$ cat src/rtl/nic_ga_pkg.sv
package nic_ga_pkg;

    localparam int DATA_W  = 8;
    localparam int ADDR_W  = 4;
    localparam int VPTR_W  = 20;
    localparam int IO_W    = 12;
    localparam int MEM_W   = 20;
    localparam int NIB_W   = DATA_W / 2;
    localparam int IO_N    = 8;
    localparam int MEM_N   = 4;

    localparam logic [DATA_W-1:0] CTRL_RST_VAL  = 8'h0A;
    localparam logic [DATA_W-1:0] CTRL_SOFT_VAL = 8'h0B;

    typedef enum logic [ADDR_W-1:0] {
        OFF_PSTART = 4'h0,
        OFF_PSTOP  = 4'h1,
        OFF_DRAIN  = 4'h2,
        OFF_IOCODE = 4'h3,
        OFF_MEMCODE= 4'h4,
        OFF_CFG    = 4'h5,
        OFF_CTRL   = 4'h6,
        OFF_STAT   = 4'h7,
        OFF_SEL    = 4'h8,
        OFF_VHI    = 4'hB,
        OFF_VMID   = 4'hC,
        OFF_VLO    = 4'hD
    } ga_off_e;

    // Index i of each table gives code bit i.
    localparam logic [IO_N-1:0][IO_W-1:0] IO_BASE_TAB = {
        12'h300, 12'h310, 12'h330, 12'h350,
        12'h250, 12'h280, 12'h2A0, 12'h2E0
    };
    localparam logic [MEM_N-1:0][MEM_W-1:0] MEM_BASE_TAB = {
        20'hDC000, 20'hD8000, 20'hCC000, 20'hC8000
    };

    typedef struct packed {
        logic [DATA_W-1:0] pstart;
        logic [DATA_W-1:0] pstop;
        logic [DATA_W-1:0] drain;
        logic [DATA_W-1:0] cfg;
        logic [DATA_W-1:0] sel;
        logic [VPTR_W-1:0] vptr;
    } ga_regs_t;

    function automatic logic nib_ok_irq(input logic [NIB_W-1:0] n);
        return ($countones(n) <= 1);
    endfunction

    function automatic logic nib_ok_dma(input logic [NIB_W-1:0] n);
        return ($countones(n) <= 1) && !n[NIB_W-1];
    endfunction

endpackage

$ cat src/rtl/ga_strap_enc.sv
module ga_strap_enc
    import nic_ga_pkg::*;
(
    input  logic [IO_W-1:0]   io_strap,
    input  logic [MEM_W-1:0]  mem_strap,
    output logic [DATA_W-1:0] io_code,
    output logic [DATA_W-1:0] mem_code
);
    logic [IO_N-1:0]  io_hit;
    logic [MEM_N-1:0] mem_hit;

    for (genvar i = 0; i < IO_N; i++) begin : g_io
        assign io_hit[i] = (io_strap == IO_BASE_TAB[i]);
    end

    for (genvar j = 0; j < MEM_N; j++) begin : g_mem
        assign mem_hit[j] = (mem_strap == MEM_BASE_TAB[j]);
    end

    // An unlisted I/O base falls back to the top code.
    assign io_code  = (|io_hit) ? io_hit : 8'h80;
    assign mem_code = {mem_hit, {(DATA_W-MEM_N){1'b0}}};

endmodule

$ cat src/rtl/ga_sel_filter.sv
module ga_sel_filter
    import nic_ga_pkg::*;
(
    input  logic [DATA_W-1:0] cur,
    input  logic [DATA_W-1:0] wdata,
    output logic [DATA_W-1:0] nxt
);
    logic [NIB_W-1:0] hi_w, lo_w;

    assign hi_w = wdata[DATA_W-1:NIB_W];
    assign lo_w = wdata[NIB_W-1:0];

    assign nxt[DATA_W-1:NIB_W] = nib_ok_irq(hi_w) ? hi_w : cur[DATA_W-1:NIB_W];
    assign nxt[NIB_W-1:0]      = nib_ok_dma(lo_w) ? lo_w : cur[NIB_W-1:0];

endmodule

$ cat src/rtl/ga_ctrl_unit.sv
module ga_ctrl_unit
    import nic_ga_pkg::*;
(
    input  logic              clk,
    input  logic              rst,
    input  logic              ctrl_we,
    input  logic [DATA_W-1:0] wdata,
    output logic              soft_req,
    output logic              rst_pulse,
    output logic [DATA_W-1:0] ctrl_q,
    output logic [DATA_W-1:0] status_q
);
    localparam int EN_BIT = DATA_W - 1;

    assign soft_req = ctrl_we && wdata[0];

    always_ff @(posedge clk) begin
        if (rst) begin
            ctrl_q    <= CTRL_RST_VAL;
            status_q  <= '0;
            rst_pulse <= 1'b0;
        end else begin
            rst_pulse <= soft_req;
            if (soft_req) begin
                ctrl_q   <= CTRL_SOFT_VAL;
                status_q <= '0;
            end else if (ctrl_we) begin
                if (wdata[EN_BIT] != ctrl_q[EN_BIT]) begin
                    status_q[7] <= wdata[EN_BIT];
                    status_q[3] <= wdata[EN_BIT];
                    status_q[4] <= 1'b0;
                end
                ctrl_q <= wdata;
            end
        end
    end

endmodule

$ cat src/rtl/nic_ga_regs.sv
module nic_ga_regs
    import nic_ga_pkg::*;
(
    input  logic              clk,
    input  logic              rst,
    input  logic              wr_en,
    input  logic [3:0]        addr,
    input  logic [7:0]        wr_data,
    output logic [7:0]        rd_data,
    input  logic [11:0]       io_strap,
    input  logic [19:0]       mem_strap,
    output logic              core_rst,
    output logic              isr_rst_set,
    output logic              irq_req,
    output logic [7:0]        ctrl_o,
    output logic [7:0]        cfg_o,
    output logic [7:0]        sel_o,
    output logic [19:0]       vptr_o
);
    localparam int VLO_W = VPTR_W - 2 * DATA_W;

    ga_regs_t          regs_q;
    logic [DATA_W-1:0] ctrl_q, status_q;
    logic [DATA_W-1:0] io_code, mem_code, sel_nxt;
    logic              soft_req, rst_pulse;
    logic              irq_q;

    ga_strap_enc u_strap (
        .io_strap (io_strap),
        .mem_strap(mem_strap),
        .io_code  (io_code),
        .mem_code (mem_code)
    );

    ga_sel_filter u_sel (
        .cur  (regs_q.sel),
        .wdata(wr_data),
        .nxt  (sel_nxt)
    );

    ga_ctrl_unit u_ctrl (
        .clk      (clk),
        .rst      (rst),
        .ctrl_we  (wr_en && (addr == OFF_CTRL)),
        .wdata    (wr_data),
        .soft_req (soft_req),
        .rst_pulse(rst_pulse),
        .ctrl_q   (ctrl_q),
        .status_q (status_q)
    );

    always_ff @(posedge clk) begin
        if (rst || soft_req) begin
            regs_q <= '0;
        end else if (wr_en) begin
            unique case (addr)
                OFF_PSTART: regs_q.pstart <= wr_data;
                OFF_PSTOP:  regs_q.pstop  <= wr_data;
                OFF_DRAIN:  regs_q.drain  <= wr_data;
                OFF_CFG:    regs_q.cfg    <= wr_data;
                OFF_SEL:    regs_q.sel    <= sel_nxt;
                OFF_VHI:    regs_q.vptr[VPTR_W-1 -: DATA_W] <= wr_data;
                OFF_VMID:   regs_q.vptr[VLO_W +: DATA_W]    <= wr_data;
                OFF_VLO:    regs_q.vptr[VLO_W-1:0]          <= wr_data[DATA_W-1 -: VLO_W];
                default: ;
            endcase
        end
    end

    // Interrupt level survives a soft reset; only a configuration write moves it.
    always_ff @(posedge clk) begin
        if (rst)
            irq_q <= 1'b0;
        else if (wr_en && (addr == OFF_CFG))
            irq_q <= ~wr_data[DATA_W-1];
    end

    always_comb begin
        unique case (addr)
            OFF_PSTART:  rd_data = regs_q.pstart;
            OFF_PSTOP:   rd_data = regs_q.pstop;
            OFF_DRAIN:   rd_data = regs_q.drain;
            OFF_IOCODE:  rd_data = io_code;
            OFF_MEMCODE: rd_data = mem_code;
            OFF_CFG:     rd_data = regs_q.cfg;
            OFF_CTRL:    rd_data = ctrl_q;
            OFF_STAT:    rd_data = status_q;
            OFF_SEL:     rd_data = regs_q.sel;
            OFF_VHI:     rd_data = regs_q.vptr[VPTR_W-1 -: DATA_W];
            OFF_VMID:    rd_data = regs_q.vptr[VLO_W +: DATA_W];
            OFF_VLO:     rd_data = {regs_q.vptr[VLO_W-1:0], {(DATA_W-VLO_W){1'b0}}};
            default:     rd_data = '0;
        endcase
    end

    assign core_rst    = rst_pulse;
    assign isr_rst_set = rst_pulse;
    assign irq_req     = irq_q;
    assign ctrl_o      = ctrl_q;
    assign cfg_o       = regs_q.cfg;
    assign sel_o       = regs_q.sel;
    assign vptr_o      = regs_q.vptr;

endmodule

$ cat config.mk
export PLATFORM = sky130hd
export DESIGN_NAME = nic_ga_regs
export DESIGN_NICKNAME = d
export VERILOG_FILES = /design/src/rtl/nic_ga_pkg.sv /design/src/rtl/ga_strap_enc.sv /design/src/rtl/ga_sel_filter.sv /design/src/rtl/ga_ctrl_unit.sv /design/src/rtl/nic_ga_regs.sv
export SDC_FILE = /design/constraint.sdc
export NUM_CORES = 1
export LEC_CHECK = 0
export BUFFER_PORTS_ARGS = -buffer_cell sky130_fd_sc_hd__buf_2
export CAP_MARGIN = 15
export CORE_MARGIN = 2
export CORE_UTILIZATION = 30
export DETAILED_ROUTE_END_ITERATION = 8
export PLACE_DENSITY_LB_ADDON = 0.3
export SLEW_MARGIN = 15
export SYNTH_ARGS = -nofsm -noshare
export SYNTH_HDL_FRONTEND = slang
export SYNTH_HIERARCHICAL = 1
export SYNTH_SLANG_ARGS = --single-unit
$ cat constraint.sdc
create_clock -name clk -period 3.25 [get_ports clk]
set_clock_uncertainty 0.05 [all_clocks]
set_input_delay 0.8125 -clock clk [delete_from_list [all_inputs] [get_ports clk]]
set_output_delay 0.8125 -clock clk [all_outputs]
set_load 0.005 [all_outputs]
==> metrics <==
number of global-route vias before repair=3571; total wire length=13000 um; Post-Synth Simple-Gate Area=21.2%; Die H=126 um; die area=0.0158 mm2; top cells by area, synth=dfxtp_1, mux2i_1, buf_4; clk root buf=clkbuf_16; Post-synth EDFFs=0; Yosys reg bits=71; Die Wd=126 um; sw frac=24.9%; slew margin rel.=60.9%; Initial DRT Pass Iterations=4; post-synthesis mux area share=19.0%; synth cell count leaders=dfxtp_1, nor2_1, mux2i_1, buf_4, a21oi_1; Post-CTS Hold Fix Bufs=0; max-capacitance violation count=0; clock-pin slew on the worst setup and hold paths=0.05 ns; Post-Syn Area per Cell=9.18 um2; main combinational cell family by area after synthesis=simple AND/OR/NAND/NOR gates; Final Cycle Share=110%; Max Clk Rate=281 MHz; Clock Power Share=44.4%; Final Hold Fails=0; largest net degree at the start of global routing=61; post-route setup slack=-0.309 ns; Mapped Cells=483; met3 GRT Util=4.62%; IO Pins=102; Initial Util=30.6%; RSZ-0062 raised after global routing=true; Detail Route Antenna Nets=0; Place WS=-0.395 ns; DR WL/cell=17.4 um; final period demand of the worst path=3.56 ns; cts bufs inserted=9; Max FO, Critical Path=3; Crit Path Class=input port to output port; via count=3726; Post-Syn Area=0.00443 mm2; GRT Util Overall=16.2%; Overall Power=0.00212 W; Cell Rows=44; post-synthesis compound-gate area fraction=10.8%; Buffers on Ports=101; grt ovf=0; Main synth FF type=dfxtp_1; initial antenna violation count=1; Reg power frac=41.9%; failing checks=setup timing; HP Class=flip-flop to flip-flop; clock latency on the worst-skew pair=0.33 ns; Placer Congestion=0.848; Pleak=2.48 nW; combinational power share=13.7%; Yosys top cell area share=32.1%; Seq/Total Area, Yosys=32.1%; Synth cell types=63; Fillers=1474; Crit path arrival time=2.70 ns; DRC Markers=0; hpwl dp=9610 um; Via density=4.99; Layout Nets=612; Worst Path Required=2.39 ns; Peak VDD IR=0.239 mV; Max Transition Viols Final=0; Power per Cell Area=393 mW/mm2; Iter 0 DRT Violations=219; met2 GRT Util=24.7%; status=finished with violations; Core ar.=0.0145 mm2; GRT busiest layer=met2; CTS tree=done; layout cell share with drive strength beyond 1=35.3%; met1 track utilization from global routing=22.5%; clk sinks=71; xor-xnor portion of the synthesized cell area=0%; H-tree depth=3; largest area contributor in the netlist=dfxtp_1; Setup crit end kind=output port; Synth Area in Adders=2.60%; area growth from synthesis to layout=21.8%; P_sw=0.000529 W; crit start category=input port; cell-internal power=0.00159 W; first-pass GRT wire length=19900 um; Bufs on Longest Clock Path=2; final setup violation count=7; Async SR Flop Fraction=0%; worst-margin pin slew=0.585 ns; yosys warns=6
## state kept, by name, indices dropped and copies added, names as in the netlist
| signal | cells |
|---|---|
| u_ctrl/ctrl_q | 8 |
| vptr_o | 20 |
| sel_o | 8 |
| u_ctrl/rst_pulse | 1 |
| irq_req | 1 |
| regs_q | 24 |
| u_ctrl/status_q | 1 |
| cfg_o | 8 |
## final timing paths
check	to	slack (ns)	cells past startpoint	startpoint
worst max-delay path	rd_data[1]	-0.31	9	io_strap[0]
worst min-delay path	regs_q[39]	0.45	2	regs_q[39]
worst max register to register	u_ctrl/status_q[3]	2.23	3	u_ctrl/ctrl_q[7]
worst min register to register	regs_q[39]	0.45	2	regs_q[39]
## power by group through the flow
stage,combinational [W],sequential (W),clock [W]
global placement,0.000264,0.000907,0
floorplan,0.000176,0.000905,0
global route,0.000314,0.000890,0.000998
detailed placement,0.000270,0.000908,0
finish,0.000290,0.000889,0.000943
CTS,0.000278,0.000889,0.000965
## stage by stage
| step | hold slack, ns | instances | cell area, um2 | util, % | setup TNS [ns] |
|---|---|---|---|---|---|
| after floorplan | 0.403 | 491 | 4460 | - | 0 |
| after global placement | 0.420 | 726 | 4890 | 33.8 | -1.47 |
| after detailed placement | 0.431 | 726 | 4890 | 33.8 | -1.67 |
| after CTS | 0.444 | 742 | 5270 | 36.4 | -1.52 |
| after global routing | 0.469 | 746 | 5400 | 37.3 | -2.25 |
| final | 0.445 | 746 | 5400 | 37.3 | -1.74 |
## final cells by class
cell class | instances | area (um2) | share of cell area, %
Sequential cell | 71 | 1420 | 26.3
Antenna cell | 1 | 2.50 | 0.0463
Timing Repair Buffer | 133 | 831 | 15.4
Tap cell | 184 | 230 | 4.26
Clock inverter | 5 | 50.0 | 0.927
Inverter | 15 | 56.3 | 1.04
Clock buffer | 10 | 229 | 4.24
Multi-Input combinational cell | 327 | 2580 | 47.8
## timing repair
item,in CTS,in global routing
endpoints found under the setup margin,7,8
buffers inserted,1,3
pin swaps,14,16
resized for setup,18,19
## cell usage in the layout, fill, tap and decap left out, drive strengths merged, types with 10 or more instances in the layout
| master | synthesis | routed |
|---|---|---|
| dfxtp | 71 | 71 |
| nand2 | 10 | 10 |
| a32oi | 11 | 11 |
| conb | 2 | 10 |
| mux2i | 58 | 58 |
| buf | 70 | 133 |
| nand2b | 11 | 11 |
| nand3 | 17 | 17 |
| nor2 | 73 | 73 |
| clkbuf | 8 | 10 |
| mux2 | 12 | 12 |
| inv | 15 | 15 |
| a22oi | 11 | 11 |
| a21oi | 16 | 16 |
## logic make-up (layout without fill, tap and decap cells)
family / count (synthesis) / count (layout)
compound gates: 69 / 69
fa+ha+maj: 8 / 8
buf+inv: 93 / 163
flops: 71 / 71
mux: 75 / 75
other cells: 2 / 11
simple gates: 165 / 165
## critical path: stages
cell and delay (ns):
buf_6 0.09, or3b_4 0.38, or4b_4 0.56, nor4b_4 0.25, mux2_4 0.19, nand3_2 0.05
o211ai_1 0.13, a211o_1 0.13, buf_2 0.11
## layer usage
layer,vias to the layer above,share of wire [%]
met3,15,7.4
li1,1806,-
met5,-,0
met1,1781,46
met4,0,1.6
met2,124,45
(Power assumes the default switching activity.)
